**src/rtl/qb_pin_ctrl.sv**
```systemverilog
module qb_pin_ctrl #(
  parameter int STABLE = 3,
  parameter int PULSE  = 2
) (
  input  logic clk,
  input  logic rst_n,
  input  logic wr_latch,
  input  logic latch_d,
  input  logic wr_mode,
  input  logic mode_od_d,
  input  logic pad_i,
  output logic pu_weak,
  output logic pu_vweak,
  output logic pu_strong,
  output logic pd_en,
  output logic din
);
  localparam int PW = $clog2(PULSE + 1);
  localparam int FW = $clog2(STABLE + 1);

  logic          latch_q, od_q;
  logic [PW-1:0] pulse_cnt;
  logic [1:0]    sync_q;
  logic [FW-1:0] filt_cnt;
  logic          filt_q;

  logic latch_nx, od_nx, rise;
  assign latch_nx = wr_latch ? latch_d : latch_q;
  assign od_nx    = wr_mode ? mode_od_d : od_q;
  assign rise     = wr_latch & latch_d & ~latch_q;

  always_ff @(posedge clk or negedge rst_n) begin
    if (!rst_n) begin
      latch_q   <= 1'b1;
      od_q      <= 1'b0;
      pulse_cnt <= '0;
    end else begin
      latch_q <= latch_nx;
      od_q    <= od_nx;
      if (od_nx || !latch_nx)
        pulse_cnt <= '0;
      else if (rise)
        pulse_cnt <= PW'(PULSE);
      else if (pulse_cnt != '0)
        pulse_cnt <= pulse_cnt - 1'b1;
    end
  end

  always_ff @(posedge clk or negedge rst_n) begin
    if (!rst_n) begin
      sync_q   <= 2'b11;
      filt_cnt <= '0;
      filt_q   <= 1'b1;
    end else begin
      sync_q <= {sync_q[0], pad_i};
      if (sync_q[1] == filt_q)
        filt_cnt <= '0;
      else if (filt_cnt == FW'(STABLE - 1)) begin
        filt_q   <= sync_q[1];
        filt_cnt <= '0;
      end else
        filt_cnt <= filt_cnt + 1'b1;
    end
  end

  assign pd_en     = ~latch_q;
  assign pu_vweak  = latch_q & ~od_q;
  assign pu_weak   = latch_q & ~od_q & sync_q[1];
  assign pu_strong = pulse_cnt != '0;
  assign din       = filt_q;

  assert_no_contention_R9: assert property (@(posedge clk) disable iff (!rst_n)
    pd_en |-> !(pu_weak || pu_vweak || pu_strong));

  assert_od_no_pullup_R8: assert property (@(posedge clk) disable iff (!rst_n)
    od_q |-> !(pu_weak || pu_vweak || pu_strong));

  assert_strong_starts_R4: assert property (@(posedge clk) disable iff (!rst_n)
    (rise && !od_nx) |=> pu_strong);

  assert_strong_second_cycle_R4: assert property (@(posedge clk) disable iff (!rst_n)
    (pu_strong && !$past(pu_strong) && !wr_latch && !wr_mode) |=> pu_strong);

  assert_pulldown_follows_write_R3: assert property (@(posedge clk) disable iff (!rst_n)
    (wr_latch && !latch_d) |=> pd_en);

  assert_filter_source_R10: assert property (@(posedge clk) disable iff (!rst_n)
    (din != $past(din)) |-> (din == $past(sync_q[1])));
endmodule

```
**config.mk**
```make
export PLATFORM = sky130hd
export DESIGN_NAME = qb_pin_ctrl
export DESIGN_NICKNAME = d
export VERILOG_FILES = /design/src/rtl/qb_pin_ctrl.sv
export SDC_FILE = /design/constraint.sdc
export NUM_CORES = 1
export LEC_CHECK = 0
export ABC_AREA = 1
export BUFFER_PORTS_ARGS = -buffer_cell sky130_fd_sc_hd__buf_4
export CAP_MARGIN = 15
export CORE_AREA = 4 4 41 43
export DETAILED_ROUTE_END_ITERATION = 8
export DIE_AREA = 0 0 45 47
export SETUP_SLACK_MARGIN = 0.3
export SYNTH_ARGS = -nofsm -noshare
export SYNTH_HDL_FRONTEND = slang
export SYNTH_SLANG_ARGS = --single-unit
```
**constraint.sdc**
```tcl
create_clock -name clk -period 1 [get_ports clk]
set_input_delay 0.1 -clock clk [delete_from_list [all_inputs] [get_ports clk]]
set_output_delay 0.1 -clock clk [all_outputs]
set_load 0.05 [all_outputs]
```
==> impl_metrics.yaml <==
clock_network:
  cts_buffers: 3
  cts_tree: "yes"
  clk_latency_ns: 0.25
  clkTransAtPathRegs_ns: 0.06
  clkSinkCount: 9
  cts-root-buf: "clkbuf_4"
  cts_max_level: 1
  cts_buffer_depth: 2
die:
  die_x_um: 45
  dieArea_um2: 2120
  io_pins: 12
  rows: 13
  initial_core_util_pct: 31.6
  fp.coreArea_um2: 1300
  die_h_um: 47
global_route:
  grt_max_degree: 10
  track_usage_pct: 9.97
  grt_pass1_wl_um: 1430
  grt_pass1_vias: 386
  antenna_found_initial: 0
  overflow: 0
synthesis:
  syn_inst: 49
  synthArstFlopShare_pct: 100
  synth_area_leaders: "dfrtp_1 30%, dfstp_2 26%, nand2_1 13%"
  synth_area_leader_cell: "dfrtp_1"
  netlist_area_um2: 412
  yosys_warnings: 0
  synthDistinctLibCells: 15
  yosys.area.top_type_share_pct: 30.4
  synth-seq-area-share_pct: 55.9
  synth_enable_flop_cells: 0
  synth_fp_nets: 57
  synth_area_per_cell_um2: 8.40
  synth_top_flop_cell: "dfrtp_1"
  synth_seq_cells: 9
placement:
  place.port_buffers: 11
  gp_congestion: 0.630
  hpwl_um: 600
  dpl_cell_area_um2: 568
  placed_cells: 77
finish:
  nets: 85
  multi_input_area_um2: 190
  layout_common_cells: "11 x nand2_1, 11 x buf_4, 6 x buf_6"
  register_area_um2: 230
  areaGrowthSynthToFinish_pct: 84.2
  layout-drive-gt1-share_pct: 60.5
  antenna_cells: 0
  final_cells: 91
  final_area_um2: 758
  num-fill-cells: 127
power_and_ir_drop:
  ir_worst_vdd_uv: 1370
  p_clk_share_pct: 19.9
  switching_power_w: 0.000470
  swShare_pct: 34.5
  combPwrFrac_pct: 43.1
  p_int_w: 0.000894
  pwr_density_cell_nw_per_um2: 1800
  seq_power_share_pct: 36.9
  power_w: 0.00136
  power.leakage_nw: 0.380
setup_path:
  cpPeakStageDelay_ns: 0.57
  crit_slowest_cell: "dfstp_2"
  end_kind: "output port"
  crit_arrival_ns: 1.14
  critPathTopFamily: "flip-flops"
  r2r_cells: 5
  crit_type: "reg -> out"
  worstPathCellList: "and3_4 -> buf_8"
  cp_data_required_time_ns: 0.90
  worst-path-stages: 2
  cp_num_buf_inv: 1
  start_kind: "register"
  crit_fanout: 2
sta:
  clock_skew_ns: 0.000686
  setup_tns_ns: -1.18
  min_period_over_period_pct: 124
  setup_viol_count_final: 8
  whs_ns: 0.127
  fin_ws_ns: -0.244
  worst_pin_slew_ns: 0.140
  fmax_mhz: 804
  slew_headroom_pct: 90.6
  maxSlewViolCount: 0
  hold_viol: 0
  rsz0062_at_grt: "yes"
  fin_crit_ns: 1.24
routing:
  routed_wl_um: 902
  dr_wl_met3_um: 31
  vias: 374
  antenna_left: 0
  viasPerCell: 4.11
  met1_length_um: 385
  routedWlPerCell_um: 9.91
  drt_pass1_iterations: 2
  dr.first_iter.drc_count: 4
  drc: 0
  highest_layer: "met4"
  wl_met2_um: 475
worst_hold_path:
  hold_class: "in -> reg"
  holdPathStages: 4
flow_run:
  cap_violations: 0
run_status:
  outcome: "finished, violations left"
  violations: "setup timing"
-- final cells by class --
class | count | share of cell area, %
Inverter | 13 | 8.25
Sequential cell | 9 | 30.4
Clock buffer | 4 | 3.47
Timing Repair Buffer | 23 | 30.4
Multi-Input combinational cell | 27 | 25.1
Tap cell | 15 | 2.48
-- state kept, by name, summed over array words and instances, names as in the netlist --
| register | flops |
|---|---|
| latch_q | 1 |
| od_q | 1 |
| sync_q | 2 |
| pulse_cnt | 2 |
| filt_cnt | 2 |
| din | 1 |
-- cell usage after synthesis (2+ instances only) --
cell type / instances
dfstp_2: 4
nor2_1: 4
nand2_1: 14
nand3_1: 2
inv_2: 2
dfrtp_1: 5
inv_1: 10
-- kinds of logic (layout without fill, tap and decap cells) --
logic type                 count (synthesis)  after routing  synth area share (%)
AOI/OAI and AO/OA                          2              2                  3.34
buffers and inverters                     13             40                  11.9
xor gates and xnor gates                   1              1                  2.13
and+or+nand+nor                           23             23                  23.7
adders and majority gates                  1              1                  3.04
DFF                                        9              9                  55.9
-- final timing paths --
check                          endpoint  slack (ns)  startpoint
setup / recovery                pu_weak       -0.24     latch_q
hold reg to reg               sync_q[1]        0.36   sync_q[0]
min in group asynchronous          od_q        0.21       rst_n
hold / removal                     od_q        0.13     wr_mode
max in group asynchronous     sync_q[1]        0.58       rst_n
setup reg to reg           pulse_cnt[1]       -0.14     latch_q
-- stage by stage --
step           setup slack (ns)  util [%]
2_1_floorplan           -0.0113         -
3_3_place_gp            -0.0110      43.7
3_5_place_dp           -0.00729      43.7
4_1_cts                  -0.263      55.4
5_1_grt                  -0.288      58.3
6_report                 -0.244      58.3
-- power by group through the flow --
stage / Sequential [W] / Clock (W) / Combinational [W]
final: 0.000504 / 0.000272 / 0.000588
after CTS: 0.000501 / 0.000283 / 0.000548
after global routing: 0.000510 / 0.000315 / 0.000628
after floorplan: 0.000580 / 0 / 0.000218
after detailed placement: 0.000512 / 0 / 0.000403
after global placement: 0.000509 / 0 / 0.000395
-- repair_timing --
item | 4_1_cts | 5_1_grt
setup endpoints to repair | 12 | 12
pin swaps | 3 | 2
buffers inserted | 6 | 2
endpoints found under the hold margin | 10 | 0
hold buffers | 2 | 0
resized for setup | 18 | 7
-- per-layer routing --
metal / vias up / GRT usage [%]
li1: 196 / -
met1: 169 / 9.35
met2: 7 / 18.1
met3: 2 / 2.30
met4: 0 / 8.77
met5: - / 0
-- worst register-to-register path: stages (launching register included) --
cell and delay (ns):
dfstp_2 0.57, clkinv_4 0.08, buf_6 0.12, o21ai_4 0.14
nand2_2 0.08, nor2_2 0.10
(Power assumes the default switching activity.)
